File: config.mk
export PLATFORM = sky130hd
export DESIGN_NAME = iq_port_demux
export DESIGN_NICKNAME = d
export VERILOG_FILES = /design/src/rtl/iq_demux_pkg.sv /design/src/rtl/iq_fmt_conv.sv /design/src/rtl/iq_pair_steer.sv /design/src/rtl/iq_out_hold.sv /design/src/rtl/iq_port_demux.sv
export SDC_FILE = /design/constraint.sdc
export NUM_CORES = 1
export LEC_CHECK = 0
export CAP_MARGIN = 20
export CORE_MARGIN = 4
export CORE_UTILIZATION = 46
export DETAILED_ROUTE_END_ITERATION = 7
export GPL_TIMING_DRIVEN = 0
export MAX_ROUTING_LAYER = met4
export PLACE_DENSITY = 0.76
export RECOVER_POWER = 50
export SLEW_MARGIN = 25
export SYNTH_ARGS = -nofsm -noshare
export SYNTH_HDL_FRONTEND = slang
export SYNTH_SLANG_ARGS = --single-unit
File: constraint.sdc
create_clock -name clk -period 4.1 [get_ports clk]
set_input_delay 0.82 -clock clk [delete_from_list [all_inputs] [get_ports clk]]
set_output_delay 0.82 -clock clk [all_outputs]
set_load 0.01 [all_outputs]
File: src/rtl/iq_demux_pkg.sv
package iq_demux_pkg;

  // Action decided by the steering logic for the word(s) sampled this edge.
  typedef enum logic [2:0] {
    ACT_IDLE  = 3'd0,  // nothing captured (mode change)
    ACT_FIRST = 3'd1,  // leading word stored, waiting for partner
    ACT_PAIR  = 3'd2,  // trailing word completes a pair
    ACT_DROP  = 3'd3,  // trailing word without partner, discarded
    ACT_BOTH  = 3'd4   // dual-port: both words present at once
  } act_e;

  localparam int unsigned LANES = 2;

endpackage

File: src/rtl/iq_fmt_conv.sv
module iq_fmt_conv #(
  parameter int unsigned DW    = 12,
  parameter int unsigned LANES = 2
) (
  input  logic                          to_twos,
  input  logic [LANES-1:0][DW-1:0]      raw,
  output logic [LANES-1:0][DW-1:0]      cooked
);

  localparam int unsigned MSB = DW - 1;

  // Offset binary and two's complement differ only in the sign bit.
  for (genvar g = 0; g < LANES; g++) begin : g_lane
    assign cooked[g] = {raw[g][MSB] ^ to_twos, raw[g][MSB-1:0]};
  end

endmodule

File: src/rtl/iq_pair_steer.sv
module iq_pair_steer
  import iq_demux_pkg::*;
(
  input  logic clk,
  input  logic rst,
  input  logic one_port,
  input  logic q_first,
  input  logic sel_inv,
  input  logic sel_internal,
  input  logic rclk_inv,
  input  logic sel_pin,
  output act_e act,
  output logic word_to_i,
  output logic rate_clk
);

  logic mode_prev;
  logic have_first;
  logic have_first_n;
  logic lead_is_i;
  logic is_lead;
  logic mode_chg;

  always_comb begin
    lead_is_i = ~q_first;
    mode_chg  = (one_port != mode_prev);
    if (sel_internal) begin
      word_to_i = have_first ? ~lead_is_i : lead_is_i;
    end else begin
      word_to_i = sel_pin ^ sel_inv;
    end
    is_lead = (word_to_i == lead_is_i);
  end

  always_comb begin
    act          = ACT_IDLE;
    have_first_n = 1'b0;
    if (mode_chg) begin
      act          = ACT_IDLE;
      have_first_n = 1'b0;
    end else if (!one_port) begin
      act          = ACT_BOTH;
      have_first_n = 1'b0;
    end else if (is_lead) begin
      act          = ACT_FIRST;
      have_first_n = 1'b1;
    end else if (have_first) begin
      act          = ACT_PAIR;
      have_first_n = 1'b0;
    end else begin
      act          = ACT_DROP;
      have_first_n = 1'b0;
    end
  end

  always_ff @(posedge clk) begin
    if (rst) begin
      mode_prev  <= one_port;
      have_first <= 1'b0;
      rate_clk   <= 1'b0;
    end else begin
      mode_prev  <= one_port;
      have_first <= have_first_n;
      rate_clk   <= (one_port ? ~have_first_n : 1'b1) ^ rclk_inv;
    end
  end

  AST_RCLK_DUAL_PORT: assert property (@(posedge clk) disable iff (rst)
    (!one_port) |=> (rate_clk == !$past(rclk_inv)));

  AST_RCLK_INTERNAL_TOGGLE: assert property (@(posedge clk) disable iff (rst)
    (one_port && sel_internal && (one_port == mode_prev) && $past(one_port) &&
     $past(sel_internal) && $stable(rclk_inv) && !$past(rst))
    |=> (rate_clk != $past(rate_clk)));

endmodule

File: src/rtl/iq_out_hold.sv
module iq_out_hold
  import iq_demux_pkg::*;
#(
  parameter int unsigned DW = 12
) (
  input  logic          clk,
  input  logic          rst,
  input  logic          one_port,
  input  act_e          act,
  input  logic          word_to_i,
  input  logic [DW-1:0] lane_a,
  input  logic [DW-1:0] lane_b,
  output logic [DW-1:0] i_out,
  output logic [DW-1:0] q_out,
  output logic          out_valid
);

  logic [DW-1:0] lead_word;

  always_ff @(posedge clk) begin
    if (rst) begin
      lead_word <= '0;
      i_out     <= '0;
      q_out     <= '0;
      out_valid <= 1'b0;
    end else begin
      out_valid <= (act == ACT_PAIR) || (act == ACT_BOTH);
      case (act)
        ACT_FIRST: lead_word <= lane_a;
        ACT_PAIR: begin
          i_out <= word_to_i ? lane_a : lead_word;
          q_out <= word_to_i ? lead_word : lane_a;
        end
        ACT_BOTH: begin
          i_out <= lane_a;
          q_out <= lane_b;
        end
        default: ;
      endcase
    end
  end

  AST_HOLD_WHEN_IDLE: assert property (@(posedge clk) disable iff (rst)
    !out_valid |-> ($stable(i_out) && $stable(q_out)));

  AST_SHARED_NO_BACK_TO_BACK: assert property (@(posedge clk) disable iff (rst)
    (one_port && $past(one_port) && out_valid) |-> !$past(out_valid));

  AST_DUAL_STREAMS: assert property (@(posedge clk) disable iff (rst)
    (!one_port && !$past(one_port)) |=> out_valid);

  AST_MODE_CHANGE_QUIET: assert property (@(posedge clk) disable iff (rst)
    (one_port != $past(one_port)) |=> !out_valid);

endmodule

File: src/rtl/iq_port_demux.sv
module iq_port_demux
  import iq_demux_pkg::*;
#(
  parameter int unsigned DW = 12
) (
  input  logic          clk,
  input  logic          rst,
  input  logic          cfg_one_port,
  input  logic          cfg_q_first,
  input  logic          cfg_sel_inv,
  input  logic          cfg_sel_internal,
  input  logic          cfg_unsigned,
  input  logic          cfg_rclk_inv,
  input  logic [DW-1:0] port_a,
  input  logic [DW-2:0] port_b_lo,
  input  logic          sel_b_msb,
  output logic [DW-1:0] i_out,
  output logic [DW-1:0] q_out,
  output logic          out_valid,
  output logic          rate_clk
);

  logic [LANES-1:0][DW-1:0] raw_lane;
  logic [LANES-1:0][DW-1:0] twos_lane;
  act_e                     act;
  logic                     word_to_i;

  assign raw_lane[0] = port_a;
  assign raw_lane[1] = {sel_b_msb, port_b_lo};

  iq_fmt_conv #(
    .DW   (DW),
    .LANES(LANES)
  ) u_fmt (
    .to_twos(cfg_unsigned),
    .raw    (raw_lane),
    .cooked (twos_lane)
  );

  iq_pair_steer u_steer (
    .clk         (clk),
    .rst         (rst),
    .one_port    (cfg_one_port),
    .q_first     (cfg_q_first),
    .sel_inv     (cfg_sel_inv),
    .sel_internal(cfg_sel_internal),
    .rclk_inv    (cfg_rclk_inv),
    .sel_pin     (sel_b_msb),
    .act         (act),
    .word_to_i   (word_to_i),
    .rate_clk    (rate_clk)
  );

  iq_out_hold #(
    .DW(DW)
  ) u_hold (
    .clk      (clk),
    .rst      (rst),
    .one_port (cfg_one_port),
    .act      (act),
    .word_to_i(word_to_i),
    .lane_a   (twos_lane[0]),
    .lane_b   (twos_lane[1]),
    .i_out    (i_out),
    .q_out    (q_out),
    .out_valid(out_valid)
  );

endmodule

* Word-level counts from Yosys, hierarchy flattened
Cells that the tools add are included.
Widths: inputs -> output; s select.
** Storage, ports and cells
- Bits in registers :: 40
- Bits of input ports :: 32
- Output and inout bits :: 26
- Logic and storage cells :: 34
** Operators by class
- Equality and inequality tests :: 5
- Mux-type cells :: 14
- Bitwise operators :: 6
- Reductions and logical operators :: 2
** Operator list (number)
- $pmux 12 s2 :: 2
- $mux 12 :: 2
- $mux 3 :: 3
- $mux 1 :: 7
- $xor 1x1->1 :: 4
- $eq 3x1->1 const B :: 1
- $eq 3x2->1 const B :: 1
- $eq 3x3->1 const B :: 1
- $not 1->1 :: 2
- $reduce_bool 2->1 :: 1
- $eq 1x1->1 :: 1
- $logic_or 1x1->1 :: 1
- $ne 1x1->1 :: 1

* Depth between registers and ports, before layout
- Word-level depth :: 10
- Depth in mapped cells :: 9
- Mapped depth without buffers :: 6

* Modules after synthesis
A second synthesis with hierarchy kept.
** Unflattened totals
- Cells, all modules :: 231
- Area total of the unflattened synthesis :: 2249.7 sq um
** By module, submodules not included
- iq_out_hold :: instances 1, cells an instance 185, area an instance 1851.8 sq um, seq. area each 740.7 sq um
- iq_pair_steer :: instances 1, cells an instance 22, area an instance 215.2 sq um, seq. area each 60.1 sq um
- iq_fmt_conv :: instances 1, cells an instance 24, area an instance 182.7 sq um, seq. area each 0.0 sq um

* Least setup slack after synthesis
OpenSTA, ideal clock, no wires.
- Path kind :: input to register
- Start :: input port cfg_one_port
- End :: register u_hold.i_out[10]
- Data arrival time :: 2251 ps
- Path slack :: 1725 ps
- Stages on the path :: 8
- Buffers on the path :: 2
- Cells stage by stage :: inv_1 -> ha_1 -> buf_2 -> or2_2 -> o22ai_1 -> buf_4 -> mux2i_1 -> a21oi_1
** On the way
- Word-level cells in the longest chain between the ends :: 4
- Elaborated cells between the ends (all ways) :: 7
** Ends and longest elaborated chain
- start, declared :: RTL line iq_port_demux.sv:8 : input logic cfg_one_port,
- $mux 3 / $ne 1x1->1 (equally long branches) :: RTL line iq_pair_steer.sv:41, iq_pair_steer.sv:26
- $mux 3 * :: RTL line iq_pair_steer.sv:38 : if (mode_chg) begin
- $eq 3x3->1 / $eq 3x2->1 (equally long branches) :: RTL line iq_out_hold.sv:28 : case (act)
- $pmux 12 s2 / $reduce_bool 2->1 (equally long branches)
- end signal, assigned :: RTL line iq_out_hold.sv:31 : i_out <= word_to_i ? lane_a : lead_word;
- end signal, assigned :: RTL line iq_out_hold.sv:35 : i_out <= lane_a;
- end, declared :: RTL line iq_out_hold.sv:13 : output logic [DW-1:0] i_out,
Mark *: on every way between the ends. The rest lies on a longest branch, timed or not.
A chain may end at the register's enable or synchronous reset.

* Worst setup path after layout
- Start :: input port cfg_one_port
- End :: register u_hold.q_out[5]
** On the way
- Word-level cells in the longest chain between the ends :: 4
- Elaborated cells between the ends (all ways) :: 7
** Ends and longest elaborated chain
- $mux 3 / $ne 1x1->1 (equally long branches) :: RTL line iq_pair_steer.sv:41, iq_pair_steer.sv:26
- $mux 3 * :: RTL line iq_pair_steer.sv:38
- $eq 3x3->1 / $eq 3x2->1 (equally long branches) :: RTL line iq_out_hold.sv:28
- $pmux 12 s2 / $reduce_bool 2->1 (equally long branches)
- end signal, assigned :: RTL line iq_out_hold.sv:32 : q_out <= word_to_i ? lead_word : lane_a;
- end signal, assigned :: RTL line iq_out_hold.sv:36 : q_out <= lane_b;
- end, declared :: RTL line iq_out_hold.sv:14 : output logic [DW-1:0] q_out,
Marks and branches as above.

==> impl.org <==
** Setup path
- The signal on the critical path passes through dlygate4sd3_1 -> inv_1 -> ha_1 -> clkbuf_1 -> clkinv_1 -> nor2_1 -> o21ai_2 -> buf_2 -> o32ai_1.
- Max Fanout on Critical Path :: 10
- Register-to-Register Setup Slack :: 1710 ps
- At the worst endpoint, the required time is 4300 ps.
- Broken down by cell family, the worst path's largest delay share belongs to buffers and inverters.
- Worst path buffer plus inverter count :: 5
- Slowest cell on crit path :: sky130_fd_sc_hd__dlygate4sd3_1
- The worst setup path is launched from a primary input.
- Kind of end point of the critical path :: flop
- Worst EP arrival :: 3440 ps
- Maximum single-stage delay on the critical path :: 600 ps
- The critical path is of the in -> reg type.

** Drt
- Antenna viol nets, final :: 0
- In this run, the number of DRC markers left after iteration 0 of detailed routing was 149.
- The first detailed-routing pass took 4 iterations.
- Dividing the detail-routed wire length by the instance count gives 17.1 µm.
- Detailed routing inserted a total of 2072 vias.
- Routed wire length :: 6010 µm
- Drt via density :: 5.90
- In the routed design, unresolved DRC markers number 0.

** Timing
- Setup repair after global routing left no endpoint under its margin.
- Number of failing setup endpoints in the final timing report :: 0
- Max Clock Freq :: 0.308 GHz
- Headroom to the max-slew limit :: 0.664
- Total negative slack for setup checks :: 0 ps
- Number of pins exceeding their max-slew limit in the final report :: 0
- At the pin with the least slew margin, the transition time is 504 ps.
- Minimum clock period :: 3250 ps
- Clock skew on the completed layout was measured at 7.19 ps.
- After layout, the worst setup slack is 854 ps.
- In the finished design, the share of the clock period the worst path needs comes to 0.792.
- The hold violation count in the final report is 0.

** Clock tree
- Quantity of hold-fixing buffers added after cts :: 0
- The number of clock buffers added by TritonCTS is 5.
- TritonCTS built the clock tree.
- Clock transition at the registers of the reported paths :: 70 ps
- Root buffer cell :: sky130_fd_sc_hd__clkbuf_8
- Number of buffers inserted to repair setup after CTS :: 0
- CTS saw 40 sinks.
- Clock insertion delay at the later pin of the skew report :: 300 ps
- CTS built an H-tree with a depth of 2.
- Resized Gates After CTS :: 0
- No sink is reached through more buffers than the 2 on the longest clock path.

** Die
- Number of top-level design ports :: 58
- Core Box Area :: 4470 µm²
- Floorplan die area :: 5920 µm²
- Measured along the x axis, the die boundary spans 76.9 µm.
- Measured along the y axis, the die boundary spans 76.9 µm.
- After floorplanning, the core was divided into 24 placement rows.
- Starting utilization of the core area :: 0.489

** Finish
- Number of antenna repair diodes :: 0
- Core occupancy in the finished layout :: 0.654
- Final net count :: 332
- Area growth from synthesis to final layout :: 33.9%
- The layout has 400 filler cells.
- Fraction of final layout cells with drive strength greater than 1 :: 0.154

** Synthesis
- Most area-consuming cells after synthesis :: sky130_fd_sc_hd__dfxtp_1 37%, sky130_fd_sc_hd__mux2_2 12%, sky130_fd_sc_hd__o31ai_1 7.9%
- Library cells used by synthesis :: 35
- The cell count after synthesis came out at 234.
- A synthesized cell averages 9.34 µm².
- Counting flops with an async set or reset pin after synthesis yields a share of 0.
- EDFF count, synth :: 0
- Syn. warnings :: 0
- Top cell type's share of synthesized area :: 0.366
- The share of the Yosys chip area taken by registers is 0.366.
- Cell area after synthesis :: 2190 µm²
- Counting every net in the synthesized netlist gives 268.
- Cell type contributing the most total cell area after synthesis :: sky130_fd_sc_hd__dfxtp_1
- Synthesis inferred 40 register bits.
- Top post-synthesis cells by count :: 40 x sky130_fd_sc_hd__dfxtp_1, 24 x sky130_fd_sc_hd__mux2_2, 23 x sky130_fd_sc_hd__o31ai_1, 22 x sky130_fd_sc_hd__a21oi_1
- Among all flip-flop cells after synthesis, the most frequent one is sky130_fd_sc_hd__dfxtp_1.
- Most numerous cell in the Yosys netlist :: sky130_fd_sc_hd__dfxtp_1

** Place
- Port Buffer Count :: 57
- Final HPWL from detailed placement :: 4410 µm
- Worst setup timing slack at the placement stage :: 839 ps
- At the end of routability-driven placement, the weighted congestion stood at 0.826.

** Power
- Maximum resistive drop on vdd :: 162 µV
- Dividing total power by cell area gives a power density of 343 nW/µm².
- The analysis attributes to cell leakage a power of 0.00117 µW.

** Global routing
- The first global-routing pass estimated 9800 µm of wire.
- Via count of the first global-routing pass :: 2005
- Entering global routing, the biggest net connects 13 pins.
- For this run the aggregate overflow at the end of global routing stands at 0.
- Across every metal layer, demand over resource in global routing totals 0.209.
- The initial antenna violation count was 0.

** Job
- Max-cap violations :: 0

** Worst hold path
- In this run the worst hold path is classified as reg -> reg.

** Status
- The run finished with clean final reports.
metrics by stage:
stage,total power [µW],instances,area (µm²),hold WS [ps]
6_report,1000,351,2930,473
5_1_grt,1040,351,2930,499
4_1_cts,1010,351,2930,476
3_5_place_dp,694,343,2820,464
3_3_place_gp,690,343,2820,459
2_1_floorplan,586,234,2190,461
path summary, 6_finish.rpt:
check,start,end,cells after the start
max,cfg_one_port,u_hold.q_out[5],9
max reg2reg,u_steer.mode_prev,u_hold.q_out[5],8
min,u_hold.q_out[1],u_hold.q_out[1],2
min reg2reg,u_hold.q_out[1],u_hold.q_out[1],2
worst min-delay path, cell delays in order, from the launching register on:
cell and delay, ps:
sky130_fd_sc_hd__dfxtp_1 310, sky130_fd_sc_hd__nand2_1 50, sky130_fd_sc_hd__o32ai_1 70
cells by family (layout without fill, tap and decap cells):
logic type	count (synthesis)	after routing	synth area share
xor gates and xnor gates	5	5	0.0263
muxes	37	37	0.183
AOI/OAI and AO/OA	74	74	0.244
adders and majority gates	2	2	0.0114
and+or+nand+nor	48	48	0.106
buffers and inverters	28	93	0.0630
DFF	40	40	0.366
layout by cell type (no fill, tap or decap), types with 2 or more instances in the layout:
master                            count
sky130_fd_sc_hd__dfxtp_1             40
sky130_fd_sc_hd__clkdlybuf4s50_1     30
sky130_fd_sc_hd__dlygate4sd3_1       27
sky130_fd_sc_hd__mux2_2              24
sky130_fd_sc_hd__o31ai_1             23
sky130_fd_sc_hd__a21oi_1             22
sky130_fd_sc_hd__clkbuf_1            15
sky130_fd_sc_hd__nand2_1             13
sky130_fd_sc_hd__mux2i_1             13
sky130_fd_sc_hd__nor2_1              12
sky130_fd_sc_hd__o22ai_1             12
sky130_fd_sc_hd__nand4_1             11
sky130_fd_sc_hd__o32ai_1              8
sky130_fd_sc_hd__inv_1                5
sky130_fd_sc_hd__clkbuf_8             5
sky130_fd_sc_hd__buf_2                4
sky130_fd_sc_hd__nor3_1               4
sky130_fd_sc_hd__buf_6                3
sky130_fd_sc_hd__o32ai_2              3
sky130_fd_sc_hd__xor2_1               2
sky130_fd_sc_hd__nand2b_1             2
sky130_fd_sc_hd__xnor2_1              2
sky130_fd_sc_hd__ha_1                 2
cell type report:
type	instances	area, µm²	area share
Buffer	22	114	0.0389
Sequential cell	40	801	0.274
Inverter	6	22.5	0.00769
Clock buffer	6	72.6	0.0248
Timing Repair Buffer	57	571	0.195
Multi-Input combinational cell	166	1250	0.426
Tap cell	52	65.1	0.0222
Clock inverter	2	35.0	0.0120
power by group:
| part | internal, µW | leakage (µW) | switching [µW] |
|---|---|---|---|
| sequential | 412 | 0.000327 | 13.6 |
| combinational | 126 | 0.000790 | 129 |
| clock | 181 | 0.0000552 | 142 |
| total | 719 | 0.00117 | 284 |
registers in the layout (all words and copies together) (netlist names):
| register | cells |
|---|---|
| u_steer.mode_prev | 1 |
| u_hold.out_valid | 1 |
| u_steer.have_first | 1 |
| u_steer.rate_clk | 1 |
| u_hold.q_out | 12 |
| u_hold.i_out | 12 |
| u_hold.lead_word | 12 |
per-layer routing:
layer  up-vias  wire length, µm  track usage
met5         -                0            -
met4         0               63       0.0598
met3         8              329       0.0351
met2        75             2860        0.338
met1       973             2760        0.270
li1       1016                -            -
Note: power is estimated with default switching activity, not from simulation.
